File: src/rtl/ilv_pkg.sv
package ilv_pkg;

    typedef enum logic [1:0] {
        PH_IDLE = 2'd0,
        PH_WAIT = 2'd1,
        PH_XFER = 2'd2
    } phase_e;

endpackage

File: src/rtl/ilv_wait_timer.sv
module ilv_wait_timer #(
    parameter int CNT_W    = 4,
    parameter int LOAD_VAL = 14
) (
    input  logic clk,
    input  logic rst,
    input  logic load,
    output logic expired
);

    logic [CNT_W-1:0] cnt_d, cnt_q;

    always_comb begin
        cnt_d = cnt_q;
        if (load) begin
            cnt_d = CNT_W'(LOAD_VAL);
        end else if (cnt_q != '0) begin
            cnt_d = cnt_q - 1'b1;
        end
    end

    always_ff @(posedge clk) begin
        if (rst) begin
            cnt_q <= '0;
        end else begin
            cnt_q <= cnt_d;
        end
    end

    assign expired = (cnt_q == '0);

endmodule

File: src/rtl/ilv_addr_map.sv
module ilv_addr_map #(
    parameter int ADDR_W      = 30,
    parameter int LINE_WORDS  = 4,
    parameter int INTERLEAVED = 1,
    localparam int SEL_W      = $clog2(LINE_WORDS),
    localparam int LINE_W     = ADDR_W - SEL_W
) (
    input  logic                  issue,
    input  logic [LINE_W-1:0]     line_idx,
    input  logic [SEL_W-1:0]      word_idx,
    output logic [LINE_WORDS-1:0] bank_go,
    output logic [ADDR_W-1:0]     bank_addr
);

    generate
        if (INTERLEAVED != 0) begin : g_banked
            logic unused_word;
            assign unused_word = ^word_idx;
            assign bank_go     = {LINE_WORDS{issue}};
            assign bank_addr   = ADDR_W'(line_idx);
        end else begin : g_single
            assign bank_go   = {{(LINE_WORDS-1){1'b0}}, issue};
            assign bank_addr = {line_idx, word_idx};
        end
    endgenerate

endmodule

File: src/rtl/ilv_word_mux.sv
module ilv_word_mux #(
    parameter int DATA_W      = 32,
    parameter int LINE_WORDS  = 4,
    parameter int INTERLEAVED = 1,
    localparam int SEL_W      = $clog2(LINE_WORDS)
) (
    input  logic [LINE_WORDS*DATA_W-1:0] bank_rdata,
    input  logic [SEL_W-1:0]             sel,
    output logic [DATA_W-1:0]            word
);

    generate
        if (INTERLEAVED != 0) begin : g_banked
            assign word = bank_rdata[sel*DATA_W +: DATA_W];
        end else begin : g_single
            logic unused_rest;
            assign unused_rest = ^{sel, bank_rdata[LINE_WORDS*DATA_W-1:DATA_W]};
            assign word        = bank_rdata[DATA_W-1:0];
        end
    endgenerate

endmodule

File: src/rtl/ilv_line_reader.sv
module ilv_line_reader #(
    parameter int DATA_W      = 32,
    parameter int ADDR_W      = 30,
    parameter int LINE_WORDS  = 4,
    parameter int ACCESS_CYC  = 15,
    parameter int INTERLEAVED = 1
) (
    input  logic                         clk,
    input  logic                         rst,
    input  logic                         req_valid,
    input  logic [ADDR_W-1:0]            req_addr,
    output logic                         req_ready,
    output logic [LINE_WORDS-1:0]        bank_go,
    output logic [ADDR_W-1:0]            bank_addr,
    input  logic [LINE_WORDS*DATA_W-1:0] bank_rdata,
    output logic                         rd_valid,
    output logic [DATA_W-1:0]            rd_data,
    output logic                         rd_last
);
    import ilv_pkg::*;

    localparam int SEL_W  = $clog2(LINE_WORDS);
    localparam int LINE_W = ADDR_W - SEL_W;
    localparam int CNT_W  = (ACCESS_CYC > 1) ? $clog2(ACCESS_CYC) : 1;
    localparam logic [SEL_W-1:0] LAST_IDX = SEL_W'(LINE_WORDS - 1);

    typedef struct packed {
        phase_e            phase;
        logic [LINE_W-1:0] line;
        logic [SEL_W-1:0]  word;
    } seq_t;

    seq_t st_d, st_q;

    logic              accept;
    logic              issue;
    logic              wait_done;
    logic              at_last;
    logic [LINE_W-1:0] map_line;
    logic [SEL_W-1:0]  map_word;
    logic              unused_low;

    assign unused_low = ^req_addr[SEL_W-1:0];

    always_comb begin
        st_d     = st_q;
        accept   = (st_q.phase == PH_IDLE) && req_valid;
        at_last  = (st_q.phase == PH_XFER) && (st_q.word == LAST_IDX);
        issue    = accept;
        map_line = st_q.line;
        map_word = SEL_W'(st_q.word + 1'b1);

        case (st_q.phase)
            PH_IDLE: begin
                if (req_valid) begin
                    st_d.phase = PH_WAIT;
                    st_d.line  = req_addr[ADDR_W-1:SEL_W];
                    st_d.word  = '0;
                    map_line   = req_addr[ADDR_W-1:SEL_W];
                    map_word   = '0;
                end
            end
            PH_WAIT: begin
                if (wait_done) begin
                    st_d.phase = PH_XFER;
                end
            end
            PH_XFER: begin
                if (at_last) begin
                    st_d.phase = PH_IDLE;
                end else begin
                    st_d.word = SEL_W'(st_q.word + 1'b1);
                    if (INTERLEAVED == 0) begin
                        st_d.phase = PH_WAIT;
                        issue      = 1'b1;
                    end
                end
            end
            default: begin
                st_d.phase = PH_IDLE;
            end
        endcase
    end

    always_ff @(posedge clk) begin
        if (rst) begin
            st_q.phase <= PH_IDLE;
            st_q.line  <= '0;
            st_q.word  <= '0;
        end else begin
            st_q <= st_d;
        end
    end

    ilv_wait_timer #(
        .CNT_W   (CNT_W),
        .LOAD_VAL(ACCESS_CYC - 1)
    ) u_timer (
        .clk    (clk),
        .rst    (rst),
        .load   (issue),
        .expired(wait_done)
    );

    ilv_addr_map #(
        .ADDR_W     (ADDR_W),
        .LINE_WORDS (LINE_WORDS),
        .INTERLEAVED(INTERLEAVED)
    ) u_map (
        .issue    (issue),
        .line_idx (map_line),
        .word_idx (map_word),
        .bank_go  (bank_go),
        .bank_addr(bank_addr)
    );

    ilv_word_mux #(
        .DATA_W     (DATA_W),
        .LINE_WORDS (LINE_WORDS),
        .INTERLEAVED(INTERLEAVED)
    ) u_mux (
        .bank_rdata(bank_rdata),
        .sel       (st_q.word),
        .word      (rd_data)
    );

    assign req_ready = (st_q.phase == PH_IDLE);
    assign rd_valid  = (st_q.phase == PH_XFER);
    assign rd_last   = at_last;

endmodule

File: config.mk
export PLATFORM = sky130hd
export DESIGN_NAME = ilv_line_reader
export DESIGN_NICKNAME = d
export VERILOG_FILES = /design/src/rtl/ilv_pkg.sv /design/src/rtl/ilv_wait_timer.sv /design/src/rtl/ilv_addr_map.sv /design/src/rtl/ilv_word_mux.sv /design/src/rtl/ilv_line_reader.sv
export SDC_FILE = /design/constraint.sdc
export NUM_CORES = 1
export LEC_CHECK = 0
export CAP_MARGIN = 20
export CORE_AREA = 2 2 88 90
export DETAILED_ROUTE_END_ITERATION = 12
export DIE_AREA = 0 0 90 92
export DONT_BUFFER_PORTS = 1
export GPL_TIMING_DRIVEN = 0
export PLACE_DENSITY = 0.62
export SLEW_MARGIN = 5
export SYNTH_ARGS = -nofsm -noshare
export SYNTH_HDL_FRONTEND = slang
export SYNTH_HIERARCHICAL = 1
export SYNTH_SLANG_ARGS = --single-unit
File: constraint.sdc
create_clock -name clk -period 4.29 [get_ports clk]
set_clock_uncertainty 0.15 [all_clocks]
set_input_delay 0.2145 -clock clk [delete_from_list [all_inputs] [get_ports clk]]
set_output_delay 0.2145 -clock clk [all_outputs]
set_load 0.05 [all_outputs]
==> run_results.csv <==
group,metric,value,unit
floorplan,die_area,8280,um^2
floorplan,core_region_area,7450,um^2
logic_synthesis,netlist_instances,202,
final_layout,nFillCells,737,
critical_path,critPathMaxFanout,10,
global_routing,grt_remaining_overflow,0,
logic_synthesis,synthesis.area,2660,um^2
sta,max_freq,0.450,GHz
logic_synthesis,avgSynthCellArea,13.1,um^2
sta,grt_setup_unrepaired,"no",
final_layout,area.growth.synth_to_final,9.61,%
route,drt_drc_violations_left,0,
power_and_ir_drop,comb_power_share,0.473,
route,detail_routed_net_length_per_standard_cell,25.0,um
global_routing,gr-usage-all-layers,0.184,
sta,setup_viol,0,
floorplan,die-height,92,um
power_and_ir_drop,p_clk_frac,0.213,
clock_tree,cts_tree,"yes",
critical_path,crit_chain,"nor3b_4, buf_6, mux2_4, buf_4",
final_layout,nets,374,
sta,min_period_over_period,0.518,
floorplan,die_width,90,um
sta,finalHoldViolations,0,
critical_path,critical_path.top_delay_family,"simple AND/OR/NAND/NOR gates",
flow_run,timing.max_cap.violations,0,
global_routing,grt_start_max_net_pins,15,
hold_path,min_path_type,"input port to flip-flop",
sta,min_period,2.22,ns
placement,placed_wire_length_estimate_after_detailed_placement,6.71,mm
critical_path,reg2reg_setup_slack,2.50,ns
route,drt_first_iter_violations,36,
global_routing,number_of_global_route_vias_before_repair,1777,
critical_path,crit_arrival,1.86,ns
placement,routabilityCongestion,0.846,
critical_path,slowest_cell_on_the_critical_path,"nor3b_4",
power_and_ir_drop,power_report.internal_total,0.000714,W
critical_path,setup.worst_path.class,"flip-flop to output pin",
clock_tree,cts_buffers,5,
sta,timing.setup.tns,0,ns
global_routing,grt_first_pass_wirelength,11.3,mm
clock_tree,htree_levels,2,
route,vias_per_cell,5.31,
clock_tree,cts-root-buf,"clkbuf_8",
clock_tree,clkSinkCount,36,
critical_path,worst_ep_required_time,3.93,ns
final_layout,layout-drive-gt1-share,0.524,
clock_tree,clock_path_buffers,2,
global_routing,grt_antenna_before_repair,2,
clock_tree,clk_pin_slew,0.07,ns
placement,pre_cts_ws,2.35,ns
status,outcome,"finished, final reports clean",
critical_path,cp_capture_type,"output pin",
power_and_ir_drop,netSwitchingFraction,0.418,
route,vias,1684,
route,drtPass1Iterations,6,
critical_path,cp-start-kind,"flip-flop",
route,antenna_left,0,
power_and_ir_drop,power_density,422,nW/um^2
route,routed_wl,7.94,mm
sta,relative_max_transition_margin,0.373,
sta,tightest_slew,0.937,ns
floorplan,rows,32,
power_and_ir_drop,power.sequential.fraction,0.314,
logic_synthesis,ys.warnings.count,6,
floorplan,start_util,0.357,
critical_path,cp_slowest_stage_delay,0.43,ns
sta,report.final.slew_viol_count,0,
floorplan,ioPinCount,230,
clock_tree,cts.repair_timing.setup_buffer_count,0,
sta,worst_slack,2.07,ns
critical_path,cp_buf_inv_count,2,
final_layout,stdcell_area,2910,um^2
placement,dpl-instance-area,2790,um^2
power_and_ir_drop,p_sw,0.000514,W
placement,numPortBuffers,0,
power_and_ir_drop,max-vdd-ir-drop,0.229,mV
power_and_ir_drop,p_leak,1.19,nW
clock_tree,worst_skew_pair.late_latency,0.28,ns
-- per-stage QoR --
stage	std cells	util	total power (W)	hold WS, ns
after global routing	314	0.390	0.00128	0.0279
after global placement	305	0.374	0.000970	0.138
after CTS	314	0.390	0.00124	0.0220
after floorplan	203	-	0.000932	0.134
after detailed placement	305	0.374	0.000974	0.139
final	317	0.391	0.00123	0.0383
-- state kept, by name (all words and copies together), names as in the netlist --
register       flops
st_q              32
u_timer/cnt_q      4
-- worst reg2reg max path, cell delays in order (launching register included) --
cell and delay [ns]:
dfxtp_1 0.38, nor3b_4 0.43, buf_6 0.24, mux2_4 0.33, and2b_1 0.15
-- layout by cell type (no fill, tap or decap), types with 4 or more instances in the layout --
cell,count
dfxtp_1,36
buf_4,34
mux4_2,30
and2b_1,26
mux2_4,25
clkbuf_8,7
a21oi_1,5
buf_6,4
-- path summary, 6_finish.rpt --
| path | startpoint | end | cells after the start |
|---|---|---|---|
| hold / removal | req_addr[10] | st_q[10]$_SDFFE_PP0P_ | 2 |
| setup / recovery | st_q[30]$_SDFFE_PP0P_ | bank_addr[11] | 4 |
| hold reg to reg | st_q[0]$_SDFFE_PP0P_ | st_q[0]$_SDFFE_PP0P_ | 2 |
| setup reg to reg | st_q[30]$_SDFFE_PP0P_ | st_q[13]$_SDFFE_PP0P_ | 4 |
-- repair_timing --
action | CTS | global route
resized for setup | 0 | 0
hold buffers | 2 | 0
hold endpoints to repair | 6 | 0
-- power by group through the flow --
| stage | clock network (W) | logic [W] | registers, W |
|---|---|---|---|
| 2_1_floorplan | 0 | 0.000544 | 0.000388 |
| 3_3_place_gp | 0 | 0.000579 | 0.000392 |
| 3_5_place_dp | 0 | 0.000582 | 0.000392 |
| 4_1_cts | 0.000269 | 0.000586 | 0.000386 |
| 5_1_grt | 0.000283 | 0.000605 | 0.000391 |
| 6_report | 0.000261 | 0.000581 | 0.000386 |
-- final cells by class --
cell class                      count  area (um^2)  area share
Buffer                             47          387       0.133
Timing Repair Buffer                2         20.0     0.00688
Multi-Input combinational cell    119         1550       0.532
Inverter                            1         3.75     0.00129
Antenna cell                        3         7.51     0.00258
Clock buffer                        7         96.3      0.0331
Sequential cell                    36          721       0.248
Tap cell                          102          128      0.0439
-- metal layers --
layer / share of wire / vias to the layer above / track usage
met2: 0.45 / 149 / 0.279
met1: 0.36 / 781 / 0.212
li1: - / 736 / -
met4: 0.017 / 2 / 0.0590
met5: 0.0016 / - / 0
met3: 0.17 / 16 / 0.120
Power figures use the tool's default switching activity.
